--- config.mk ---
export PLATFORM = sky130hd
export DESIGN_NAME = wave_seq
export DESIGN_NICKNAME = d
export VERILOG_FILES = /design/src/rtl/wfs_pkg.sv /design/src/rtl/wfs_prog_mem.sv /design/src/rtl/wfs_decide.sv /design/src/rtl/wfs_engine.sv /design/src/rtl/wave_seq.sv
export SDC_FILE = /design/constraint.sdc
export NUM_CORES = 1
export LEC_CHECK = 0
export ABC_AREA = 1
export BUFFER_PORTS_ARGS = -buffer_cell sky130_fd_sc_hd__buf_2
export CORE_MARGIN = 2
export CORE_UTILIZATION = 35
export DETAILED_ROUTE_END_ITERATION = 8
export GPL_ROUTABILITY_DRIVEN = 0
export SETUP_SLACK_MARGIN = 0.02
export SLEW_MARGIN = 10
export SYNTH_ARGS = -nofsm -noshare
export SYNTH_HDL_FRONTEND = slang
export SYNTH_SLANG_ARGS = --single-unit
--- constraint.sdc ---
create_clock -name clk -period 3.12 [get_ports clk]
set_input_delay 0.312 -clock clk [delete_from_list [all_inputs] [get_ports clk]]
set_output_delay 0.312 -clock clk [all_outputs]
set_load 0.005 [all_outputs]
--- src/rtl/wfs_pkg.sv ---
// Shared constants and types for the waveform sequencer.
// Assumes 8-bit program bytes and a fixed four-plane instruction layout.
package wfs_pkg;
    localparam int WB         = 8;
    localparam int ST_W       = 3;
    localparam int NUM_WAVES  = 4;
    localparam int WAVE_W     = $clog2(NUM_WAVES);
    localparam int NUM_PLANES = 4;
    localparam int PLANE_W    = $clog2(NUM_PLANES);
    localparam int PROG_AW    = WAVE_W + PLANE_W + ST_W;
    localparam int PROG_DEPTH = 1 << PROG_AW;
    localparam int CTL_W      = 6;
    localparam int SRC_W      = CTL_W + 2;
    localparam logic [ST_W-1:0] ST_IDLE = '1;

    typedef enum logic [1:0] {
        LF_AND  = 2'd0,
        LF_OR   = 2'd1,
        LF_XOR  = 2'd2,
        LF_ANDN = 2'd3
    } lfunc_e;

    // plane 0 sits in the low byte
    typedef struct packed {
        logic [WB-1:0] lfn;
        logic [WB-1:0] outb;
        logic [WB-1:0] opc;
        logic [WB-1:0] lenbr;
    } instr_t;
endpackage

--- src/rtl/wfs_prog_mem.sv ---
// Program store: NUM_WAVES waveforms of NUM_PLANES x 8 bytes.
// Writes are byte-wide; the four planes of one state are read in parallel.
// Assumes the host writes only while the engine is idle.
module wfs_prog_mem
    import wfs_pkg::*;
(
    input  logic               clk,
    input  logic               rst_n,
    input  logic               we,
    input  logic [PROG_AW-1:0] waddr,
    input  logic [WB-1:0]      wdata,
    input  logic [WAVE_W-1:0]  rd_wave,
    input  logic [ST_W-1:0]    rd_state,
    output instr_t             instr
);
    logic [WB-1:0] mem [PROG_DEPTH];
    logic [NUM_PLANES-1:0][WB-1:0] planes;

    // store one program byte per write strobe, clear all on reset
    always_ff @(posedge clk) begin
        if (!rst_n) begin
            for (int i = 0; i < PROG_DEPTH; i++) begin
                mem[i] <= '0;
            end
        end else if (we) begin
            mem[waddr] <= wdata;
        end
    end

    // one read port per plane, address = wave | plane | state
    for (genvar p = 0; p < NUM_PLANES; p++) begin : g_plane
        assign planes[p] = mem[{rd_wave, PLANE_W'(p), rd_state}];
    end

    assign instr = instr_t'(planes);
endmodule

--- src/rtl/wfs_decide.sv ---
// Decision evaluator: picks two operands from the flag sources and
// combines them with the function coded in the logic byte.
// Sources 0..5 are the current output pattern, 6 full, 7 empty.
module wfs_decide
    import wfs_pkg::*;
(
    input  logic [WB-1:0]    lfn,
    input  logic [CTL_W-1:0] ctl_pat,
    input  logic             fifo_full,
    input  logic             fifo_empty,
    output logic             result
);
    logic [SRC_W-1:0] src;
    logic             op_a;
    logic             op_b;
    lfunc_e           fsel;

    assign src  = {fifo_empty, fifo_full, ctl_pat};
    assign op_a = src[lfn[5:3]];
    assign op_b = src[lfn[2:0]];
    assign fsel = lfunc_e'(lfn[7:6]);

    // combine the two operands
    always_comb begin
        unique case (fsel)
            LF_AND:  result = op_a & op_b;
            LF_OR:   result = op_a | op_b;
            LF_XOR:  result = op_a ^ op_b;
            LF_ANDN: result = op_a & ~op_b;
            default: result = 1'b0;
        endcase
    end
endmodule

--- src/rtl/wfs_engine.sv ---
// Sequencing core: current state, hold counter and active wave index.
// Non-decision states hold for the programmed count (0 = 256), decision
// states branch on the evaluator result, optionally after a second look.
// Abort has priority over everything; start is honoured only in idle.
module wfs_engine
    import wfs_pkg::*;
(
    input  logic              clk,
    input  logic              rst_n,
    input  logic              start_i,
    input  logic              abort_i,
    input  logic              fifo_full_i,
    input  logic              decide_i,
    input  logic [WAVE_W-1:0] launch_wave_i,
    input  logic [WB-1:0]     lenbr_i,
    input  logic [WB-1:0]     opc_i,
    output logic [ST_W-1:0]   state_o,
    output logic [WAVE_W-1:0] wave_o,
    output logic              idle_o,
    output logic              push_o
);
    logic [ST_W-1:0]   st_q, st_d;
    logic [WAVE_W-1:0] wave_q, wave_d;
    logic [WB-1:0]     cnt_q, cnt_d;
    logic              idle;
    logic              is_dp;
    logic              samp;
    logic              first;
    logic              hold_last;
    logic              reexec_wait;
    logic              unused_bits;

    assign idle        = (st_q == ST_IDLE);
    assign is_dp       = opc_i[0];
    assign samp        = opc_i[1];
    assign first       = (cnt_q == '0);
    assign hold_last   = (WB'(cnt_q + WB'(1)) == lenbr_i);
    assign reexec_wait = lenbr_i[7] & first;
    assign unused_bits = ^{opc_i[WB-1:2], lenbr_i[6]};

    // next-state selection
    always_comb begin
        st_d   = st_q;
        cnt_d  = cnt_q;
        wave_d = wave_q;
        if (abort_i) begin
            st_d  = ST_IDLE;
            cnt_d = '0;
        end else if (idle) begin
            if (start_i) begin
                st_d   = '0;
                cnt_d  = '0;
                wave_d = launch_wave_i;
            end
        end else if (is_dp) begin
            if (reexec_wait) begin
                cnt_d = WB'(1);
            end else begin
                st_d  = decide_i ? lenbr_i[5:3] : lenbr_i[2:0];
                cnt_d = '0;
            end
        end else if (hold_last) begin
            st_d  = st_q + ST_W'(1);
            cnt_d = '0;
        end else begin
            cnt_d = cnt_q + WB'(1);
        end
    end

    // state registers
    always_ff @(posedge clk) begin
        if (!rst_n) begin
            st_q   <= ST_IDLE;
            cnt_q  <= '0;
            wave_q <= '0;
        end else begin
            st_q   <= st_d;
            cnt_q  <= cnt_d;
            wave_q <= wave_d;
        end
    end

    assign state_o = st_q;
    assign wave_o  = wave_q;
    assign idle_o  = idle;
    assign push_o  = ~idle & ~abort_i & samp & first & ~fifo_full_i;
endmodule

--- src/rtl/wave_seq.sv ---
// Top of the waveform sequencer: configuration registers, program
// store, decision evaluator and sequencing core, plus output muxing
// between the idle registers and the running state's output byte.
// Assumes all control inputs are synchronous to clk.
module wave_seq
    import wfs_pkg::*;
#(
    parameter int DATA_W = 8
) (
    input  logic               clk,
    input  logic               rst_n,
    input  logic               prog_we,
    input  logic [PROG_AW-1:0] prog_addr,
    input  logic [WB-1:0]      wr_data,
    input  logic               sel_we,
    input  logic               idle_cs_we,
    input  logic               idle_ctl_we,
    input  logic               abort_we,
    input  logic               start,
    input  logic [DATA_W-1:0]  bus_in,
    input  logic               fifo_full,
    input  logic               fifo_empty,
    output logic               push,
    output logic [DATA_W-1:0]  push_data,
    output logic [CTL_W-1:0]   ctl_out,
    output logic               done,
    output logic               bus_oe
);
    logic [WAVE_W-1:0] sel_rd_q;
    logic              idle_drv_q;
    logic [CTL_W-1:0]  idle_ctl_q;
    instr_t            instr;
    logic [ST_W-1:0]   cur_state;
    logic [WAVE_W-1:0] cur_wave;
    logic              idle;
    logic              decide;
    logic              unused_bits;

    // configuration registers; only the FIFO-read field of the select byte is kept
    always_ff @(posedge clk) begin
        if (!rst_n) begin
            sel_rd_q   <= '0;
            idle_drv_q <= 1'b1;
            idle_ctl_q <= '0;
        end else begin
            if (sel_we)      sel_rd_q   <= wr_data[WAVE_W-1:0];
            if (idle_cs_we)  idle_drv_q <= wr_data[0];
            if (idle_ctl_we) idle_ctl_q <= wr_data[CTL_W-1:0];
        end
    end

    wfs_prog_mem u_mem (
        .clk      (clk),
        .rst_n    (rst_n),
        .we       (prog_we),
        .waddr    (prog_addr),
        .wdata    (wr_data),
        .rd_wave  (cur_wave),
        .rd_state (cur_state),
        .instr    (instr)
    );

    wfs_decide u_dec (
        .lfn        (instr.lfn),
        .ctl_pat    (instr.outb[CTL_W-1:0]),
        .fifo_full  (fifo_full),
        .fifo_empty (fifo_empty),
        .result     (decide)
    );

    wfs_engine u_eng (
        .clk           (clk),
        .rst_n         (rst_n),
        .start_i       (start),
        .abort_i       (abort_we),
        .fifo_full_i   (fifo_full),
        .decide_i      (decide),
        .launch_wave_i (sel_rd_q),
        .lenbr_i       (instr.lenbr),
        .opc_i         (instr.opc),
        .state_o       (cur_state),
        .wave_o        (cur_wave),
        .idle_o        (idle),
        .push_o        (push)
    );

    assign unused_bits = instr.outb[6];

    // output muxing between idle registers and the running state
    always_comb begin
        if (idle) begin
            ctl_out = idle_ctl_q;
            bus_oe  = ~idle_drv_q;
        end else begin
            ctl_out = instr.outb[CTL_W-1:0];
            bus_oe  = instr.outb[7];
        end
    end

    assign push_data = bus_in;
    assign done      = idle;
endmodule

* Yosys cells after proc, flatten, opt, wreduce, memory -nomap -nowiden
Memories as Yosys holds them, arrays and structs flattened. Index checks and enable logic that the tools add are counted.
Word-level totals: input port bits 33, logic and storage cells 65, ROM bits 0, bits in latches 0, RAM bits 1024, register bits after elaboration 22, memories 1, output and inout port bits 17
Memories:
- u_mem.mem | words 128, bits a word 8, rd ports 4, clocked after memory_dff 0, wr ports 128, line wfs_prog_mem.sv:16 | logic [WB-1:0] mem [PROG_DEPTH];
Cells by class: equal/unequal tests 7, $mul 0, shift-type cells 0, reductions and logical operators 7, divide/modulo/power cells 0, add/sub/neg operators 2, bitwise gates (word level) 15, magnitude comparators 2, multiplexer cells 25
Operators with widths (count):
- 8-bit 2-to-1 mux | 5
- 3-bit 2-to-1 mux | 6
- 1-bit 2-to-1 mux | 9
- 8-bit by 1-bit adder with 8-bit output, second input constant | 1
- 8-bit == test | 1
- 8-bit zero test | 1
- 3-bit by 4-bit less-than comparator with 1-bit output, second input constant | 2
- 8-bit OR reduction | 1
- 1-bit AND | 7
- 7-bit 2-to-1 mux | 1
- 1-bit binary-select mux with 3-bit select | 2
- 6-bit 2-to-1 mux | 1
- 1-bit NOT | 6
- 3-bit AND reduction | 2
- 2-bit == test, second input constant | 2
- 1-bit one-hot mux with 4 select lines | 1
- 3-bit by 1-bit adder with 3-bit output, second input constant | 1
- 3-bit == test, second input constant | 1
- 3-bit inequality test, second input constant | 1
- 3-bit nonzero test | 1
- 2-bit by 1-bit == test with 1-bit output, second input constant | 1
- 2-bit zero test | 1
- 2-bit inequality test, second input constant | 1
- 2-bit OR reduction | 1
- 2 further kinds | 2

* Logic depth before layout (Yosys ltp)
Gate-level depths: netlist (run 1). An unclocked memory read counts as a cell.
word-level depth 10, mapped depth 27, mapped depth without buffers 24

* Modules after synthesis
A second synthesis (run 1) with hierarchy kept.
Unflattened totals: cells, all modules 5245, area, all modules 48432.7 sq um
By module, submodules not included:
- wfs_prog_mem | area an instance 46570.9 sq um, cells an instance 4933, sequential area each 30749.5 sq um, times used 1
- wfs_engine | area an instance 1042.2 sq um, cells an instance 169, sequential area each 260.2 sq um, times used 1
- wave_seq | area an instance 499.2 sq um, cells an instance 82, sequential area each 180.2 sq um, times used 1
- wfs_decide | area an instance 320.3 sq um, cells an instance 61, sequential area each 0.0 sq um, times used 1

* Worst setup path after synthesis (run 1)
Ideal clock, no wire load.
kind register to register, start point register u_eng.st_q[0] (netlist: u_eng.state_o[0]), end point register u_eng.st_q[0] (netlist: u_eng.state_o[0]), path buffers 7, path slack -0.047 ns, arrival time 3.052 ns, cell stages (with the launch flop) 24, library setup time 0.115 ns, period minus slack after synthesis 3.167 ns, data required time 3.005 ns, cells stage by stage dfxtp_1 -> buf_6 -> inv_2 -> buf_6 -> buf_6 -> buf_4 -> buf_2 -> buf_2 -> buf_2 -> o21ai_0 -> o221ai_1 -> nand3_1 -> nand2_1 -> inv_1 -> o21ai_0 -> inv_1 -> ha_1 -> a221o_1 -> nand2_1 -> nand2_1 -> nand3_1 -> nand2_1 -> nand2_1 -> nand2_1
On the way: word-level cells in the longest chain between the ends 10, elaborated cells on any way between the ends 28, those cells by class add/sub (1); eq/ne (7); mux (10); bitwise (6); reduce/logical (3); memory (1)
RTL lines:
- start, declared | line wfs_engine.sv:22 | logic [ST_W-1:0] st_q, st_d;
- start signal, assigned | line wfs_engine.sv:77 | st_q <= st_d;
- memory read 128 x 8 bit
- 1-bit binary-select mux with 3-bit select | line wfs_decide.sv:20 | assign op_b = src[lfn[2:0]];
- 1-bit 2-to-1 mux (implied by the code) | line wfs_decide.sv:20
- 1-bit NOT | line wfs_decide.sv:29 | LF_ANDN: result = op_a & ~op_b;
- 1-bit AND | line wfs_decide.sv:29
- 1-bit one-hot mux with 4 select lines | line wfs_decide.sv:25 | unique case (fsel)
- 3-bit 2-to-1 mux | line wfs_engine.sv:59 | st_d = decide_i ? lenbr_i[5:3] : lenbr_i[2:0];
- 3-bit 2-to-1 mux | line wfs_engine.sv:56 | if (reexec_wait) begin
- 3-bit 2-to-1 mux | line wfs_engine.sv:55 | end else if (is_dp) begin
- 3-bit 2-to-1 mux | line wfs_engine.sv:49 | end else if (idle) begin
Several ways; a longest one is shown, not always the timed one. The select of a mux whose other input is x is not followed. A chain may end at the register's enable or synchronous reset.

* Worst setup path in the final report (run 1)
start point register u_eng.st_q[0] (netlist: u_eng.state_o[0]), end point register u_eng.st_q[1] (netlist: u_eng.state_o[1])
Same word-level chain as after synthesis.

==> run metrics, run 1 <==
pin slew with the least headroom to its limit=0.901 ns; via count of the first global-routing pass=28400; ratio of cells with drive above 1 in the final layout=0.166; Post-Syn Area per Cell=9.67 µm²; Placed Instance Area=40900 µm²; top-level port count=50; violated checks=negative setup slack; 1st-iter DRT viols=3482; Setup crit end kind=flop; number of enable flip-flop cells after synthesis=800; met3 layer usage reported by global route=0.0279; mapped cell area=38000 µm²; number of vias per cell=5.46; Worst Path Class, Setup=flop to flop; Pins Over Slew Limit=0; proportion of synthesized flip-flops having asynchronous set or reset=0; global-route met2 utilization=0.333; global-route wire length before repair=174000 µm; run status=complete, but fails checks; H-tree levels=3; largest clock skew in the final design=0.0261 ns; full die area=111000 µm²; Sinks on Clock Net=822; signed area change from the synthesized netlist to the final layout=20.8%; critical path fanouts, max=6; count of mapped cells out of synthesis=3932; maximum number of pins on one net before global-route repair=140; data arrival time of the critical path=3.75 ns; remaining antenna violation count=0; total routing usage reported by global routing=0.204; # diodes=0; most area-hungry cell type in the Yosys netlist=edfxtp_1; effective utilization at floorplan=0.354; Final Setup Violations=5; clock latency reported for the late side of the worst-skew pair=0.66 ns; number of rows created at floorplan=120; number of nets in the layout=4112; number of inserted filler cells in the final layout=10107; headroom to the max-slew limit=0.400; overall via count from detail_route=30292; RSZ-0062 raised after global routing=yes; Post-Route Utilization=0.428; number of buffers added by the clock tree synthesis step=86; number of library cell types mapped by synthesis=35; final design instance area without fill=45900 µm²; number of iterations in the first detailed-routing pass=8; Final Hold Viols=0; Overflow after GRT=0; maximum capacitance violations=0; area of the multi-input gates=12700 µm²; Total Wirelength=120000 µm; nature of the critical path startpoint=flop; timing-limited maximum frequency=0.312 GHz; HPWL after DPL=71600 µm; grt met1 use=0.276; Final period util=1.03; die height=334 µm; Pwr Density=819 nW/µm²; Leakage=0.0175 µW; share of synthesized area occupied by flip-flops and latches=0.643; input/output buffers=33; buffer type at the clock tree root=clkbuf_16; Die Wd=334 µm; register clock-pin slew on the reported worst setup and hold paths=0.06 ns; peak supply drop=0.480 mV; Syn. warnings=0; number of DRC violations after detailed routing=0; worst setup slack for register-to-register paths=-0.08 ns; post-synth top area share=0.632; predominant post-synthesis flop cell=edfxtp_1; most used routing layer in global routing=met2; CTS tree=done; worst setup slack after layout=-0.0831 ns; endpoint required time on the critical path=3.67 ns; worst hold-check path type=primary input to flop; minimum clock period after layout=3.20 ns; average wire per cell in the routed design=21.7 µm; net count after synthesis=3973; core region area=107000 µm²; maximum count of clock buffers along a single path=3; register bit total from synthesis=822; top cells by area, synth=edfxtp_1 63%, nor2_1 11%, nand2_1 7.9%; register area=24500 µm²; initial antenna violation count=1
## per-layer routing
layer	wire length, µm	up-vias	part of all wire
li1	-	13734	-
met1	48200	14787	0.40
met2	56900	1500	0.47
met3	10500	269	0.087
met4	4510	2	0.038
met5	13	-	0.00011
## cell usage in the layout (no fill, tap or decap), drive strengths merged, types with 41 or more instances in the layout
cell type and count:
nand3 357, o21ai 277, o22ai 41, clkbuf 131
nor2 1070, buf 324, inv 89, o221ai 71
edfxtp 800, nand2 808
## per-stage QoR
stage                     hold slack, ns  TNS (ns)  total power, µW  setup WS, ns  instances
final                             0.0100    -0.302            37600       -0.0831       5544
after detailed placement           0.457    -0.468            24000        -0.161       5318
after floorplan                    0.402         0            19800        0.0318       3932
after CTS                        0.00137   -0.0281            35300       -0.0140       5505
after global routing              0.0479    -0.960            39100        -0.211       5544
after global placement             0.452    -0.268            23900        -0.109       5318
## synth_stat cells, types with 2 or more instances
library cell	number
nor2_1	1070
nand2_1	805
edfxtp_1	800
nand3_1	357
o21ai_0	239
clkbuf_1	161
inv_1	76
buf_2	75
o221ai_1	71
o22ai_1	41
o21ai_1	38
a21oi_1	24
buf_4	23
dfxtp_1	22
buf_1	20
buf_6	17
xor2_1	11
nand4_1	10
nor3_1	10
nor4_1	10
inv_2	9
ha_1	8
o211ai_1	5
or2_2	5
clkinv_1	4
o21a_1	4
nand2_2	3
nand3b_1	3
o31ai_1	3
a31oi_1	2
nor3_2	2
## registers in the layout (all words and copies together), names as in the netlist
name,cells
u_mem.mem,800
sel_rd_q,2
u_eng.wave_o,2
u_eng.state_o,3
u_eng.cnt_q,8
idle_drv_q,1
idle_ctl_q,6
## power by group
part / total, µW / internal [µW] / switching, µW / leakage (µW)
Combinational: 14200 / 5520 / 8680 / 0.00832
Sequential: 12900 / 12700 / 250 / 0.00778
Clock: 10500 / 6110 / 4400 / 0.00141
Total: 37600 / 24300 / 13300 / 0.0175
## cell type report
cell class                      count  area share
Clock buffer                      114      0.0525
Sequential cell                   822       0.533
Timing Repair Buffer              347      0.0823
Clock inverter                     44     0.00975
Tap cell                         1403      0.0382
Inverter                           89     0.00850
Multi-Input combinational cell   2725       0.276
## kinds of logic (layout without fill, tap and decap cells)
kind of cell	after synthesis	in the layout	share of synthesized area
AOI/OAI and AO/OA	430	430	0.0661
and+or+nand+nor	2275	2275	0.239
buffers and inverters	385	594	0.0461
DFF	822	822	0.643
adders and majority gates	8	8	0.00263
xor gates and xnor gates	12	12	0.00276
## what timing repair did
action                                 CTS  global route
pin swaps                               10            89
hold buffers                             4             0
setup endpoints to repair                8            19
gates resized for setup                 52           236
cloned                                   9            20
buffers inserted                        16            22
endpoints found under the hold margin    9             0
## worst max-delay path: stages, from the launching register on
cell,delay [ns]
dfxtp_4,0.46
clkinv_8,0.08
buf_12,0.15
buf_12,0.13
clkbuf_16,0.15
nand2_1,0.06
nand3_1,0.09
nand3_2,0.09
nand2_1,0.06
nand2_1,0.12
nand3_2,0.11
nand2_4,0.11
inv_1,0.04
nand2_1,0.06
nand3_1,0.09
nand3_2,0.09
nand2_2,0.07
inv_2,0.06
ha_4,0.19
a221o_1,0.43
nand2_2,0.13
nand2_1,0.06
nand3_1,0.07
nand2_1,0.06
nand2_1,0.06
nand2_1,0.04
## final timing paths
| check | to | from | cells past startpoint |
|---|---|---|---|
| setup / recovery | u_eng.state_o[1] | u_eng.state_o[0] | 25 |
| hold / removal | u_mem.mem[64][6] | wr_data[6] | 3 |
| setup reg to reg | u_eng.state_o[1] | u_eng.state_o[0] | 25 |
| hold reg to reg | u_eng.cnt_q[6] | u_eng.cnt_q[6] | 2 |
Power figures use the tool's default switching activity.
==> run 2: changes to the inputs <==
--- a/config.mk
+++ b/config.mk
@@ -6,11 +6,13 @@
 export NUM_CORES = 1
 export LEC_CHECK = 0
 export ABC_AREA = 1
+export ABC_CLOCK_PERIOD_IN_PS = 3960
 export BUFFER_PORTS_ARGS = -buffer_cell sky130_fd_sc_hd__buf_2
 export CORE_MARGIN = 2
 export CORE_UTILIZATION = 35
 export DETAILED_ROUTE_END_ITERATION = 8
 export GPL_ROUTABILITY_DRIVEN = 0
+export HOLD_SLACK_MARGIN = 0.05
 export SETUP_SLACK_MARGIN = 0.02
 export SLEW_MARGIN = 10
 export SYNTH_ARGS = -nofsm -noshare
==> constraint.sdc (replaced) <==
create_clock -name clk -period 3.96 [get_ports clk]
set_input_delay 0.396 -clock clk [delete_from_list [all_inputs] [get_ports clk]]
set_output_delay 0.396 -clock clk [all_outputs]
set_load 0.005 [all_outputs]
==> run metrics, run 2 (same netlist as run 1, synthesis figures left out) <==
headroom to the max-slew limit=0.317; effective utilization at floorplan=0.354; maximum capacitance violations=0; Pwr Density=617 nW/µm²; run status=complete, no violations; largest clock skew in the final design=0.0221 ns; top-level port count=50; minimum clock period after layout=3.79 ns; clock latency reported for the late side of the worst-skew pair=0.66 ns; non-filler instance count after layout=5317; number of inserted filler cells in the final layout=10440; total routing usage reported by global routing=0.199; endpoint required time on the critical path=3.56 ns; signed area change from the synthesized netlist to the final layout=11.2%; nature of the critical path startpoint=flop; Setup crit end kind=output pin; number of nets in the layout=3889; grt met1 use=0.278; Pins Over Slew Limit=0; startpoint of the tightest hold check path=abort_we; 1st-iter DRT viols=3309; area of the multi-input gates=11900 µm²; data arrival time of the critical path=3.39 ns; Final Setup Violations=0; post-CTS repair timing setup buffer count=0; HPWL after DPL=68000 µm; via count of the first global-routing pass=27465; reg-to-reg startpoint=u_eng.state_o[0]; timing-limited maximum frequency=0.264 GHz; cell count after placement=5162; overall via count from detail_route=28716; reg-to-reg endpoint=u_eng.state_o[0]; worst hold-check path type=primary input to flop; worst hold path cell count=4; RSZ-0062 raised after global routing=no; Final period util=0.956; Final Hold Viols=0; Total Wirelength=112000 µm; global-route wire length before repair=169000 µm; top library cells by usage in the layout, fill and taps aside=1070 x nor2_1, 805 x nand2_1, 800 x edfxtp_1; H-tree levels=3; Overflow after GRT=0; number of DRC violations after detailed routing=0; input/output buffers=33; number of buffers added by the clock tree synthesis step=83; Die Wd=334 µm; die height=334 µm; number of rows created at floorplan=120; maximum number of pins on one net before global-route repair=140; met3 layer usage reported by global route=0.0254; critical path fanouts, max=70; average wire per cell in the routed design=21.1 µm; remaining antenna violation count=0; core region area=107000 µm²; Sinks on Clock Net=822; maximum count of clock buffers along a single path=3; # diodes=0; Leakage=0.0158 µW; Worst Path Class, Setup=flop to output pin; ratio of cells with drive above 1 in the final layout=0.0715; top register by number of flip-flops=u_mem.mem; most common cell after layout, fill and taps aside=nor2_1; number of iterations in the first detailed-routing pass=5; full die area=111000 µm²; register area=24500 µm²; initial antenna violation count=0; pin slew with the least headroom to its limit=1.02 ns; largest registers=u_mem.mem x800, u_eng.cnt_q x8, idle_ctl_q x6; peak supply drop=0.409 mV; number of vias per cell=5.40; CTS tree=done; endpoint of the worst hold-timing path=u_eng.wave_o[0]; worst setup slack for register-to-register paths=0.35 ns; setup total negative slack=0 ns; register clock-pin slew on the reported worst setup and hold paths=0.07 ns; most used routing layer in global routing=met2; global-route met2 utilization=0.320; buffer type at the clock tree root=clkbuf_16; flip-flop count of the largest register, all copies and words added=800; FF-to-FF path depth=17
==> run 2: routing by layer <==
layer / vias up / wire length [µm]
met5: - / 0
met4: 0 / 2920
met3: 188 / 8550
met2: 1226 / 52700
met1: 14062 / 48200
li1: 13240 / -
==> run 2: cell type report <==
cell class,count,share of cell area
sequential,822,0.579
multi-input combinational,2725,0.280
clock buffer,101,0.0529
tap,1403,0.0415
timing repair buffer,127,0.0260
clock inverter,50,0.0119
inverter,89,0.00878
==> run 2: how the worst max path moves through the flow <==
stage | end | from | depth (start not counted) | slack, ns
finish | push | u_eng.state_o[0] | 8 | 0.17
global placement | u_eng.state_o[0] | u_eng.state_o[0] | 15 | 0.40
floorplan | u_eng.state_o[0] | u_eng.state_o[0] | 23 | 0.79
detailed placement | u_eng.state_o[0] | u_eng.state_o[0] | 15 | 0.43
global route | u_eng.state_o[1] | u_eng.state_o[0] | 17 | 0.09
CTS | push | u_eng.state_o[0] | 8 | 0.26
==> run 2: timing repair <==
item                                    4_1_cts  5_1_grt
endpoints found under the hold margin         9        0
hold buffers                                  4        0
endpoints found under the setup margin        0        0
resized for setup                             0        0
==> run 2: metrics by stage <==
step | setup WS, ns | util | power [µW] | hold slack, ns | area [µm²]
floorplan | 0.793 | - | 15600 | 0.437 | 38000
global placement | 0.402 | 0.368 | 18100 | 0.455 | 39500
detailed placement | 0.427 | 0.368 | 18100 | 0.461 | 39500
CTS | 0.257 | 0.394 | 26100 | 0.116 | 42300
global route | 0.0876 | 0.394 | 27200 | 0.181 | 42300
finish | 0.172 | 0.394 | 26100 | 0.160 | 42300
==> run 2: worst max-delay path, stage by stage, from the launching register on <==
cell and delay, ns:
dfxtp_4 0.38, inv_8 0.20, buf_12 0.33, buf_4 0.52
o21ai_0 0.15, o221ai_1 0.36, nand3_1 0.16, a31oi_1 0.40
buf_2 0.19
==> run 2: power by group <==
| part | internal [µW] | total, µW | leakage, µW | switching (µW) |
|---|---|---|---|---|
| Sequential | 9980 | 10200 | 0.00778 | 174 |
| Clock | 4620 | 8080 | 0.00134 | 3460 |
| Combinational | 2270 | 7880 | 0.00666 | 5610 |
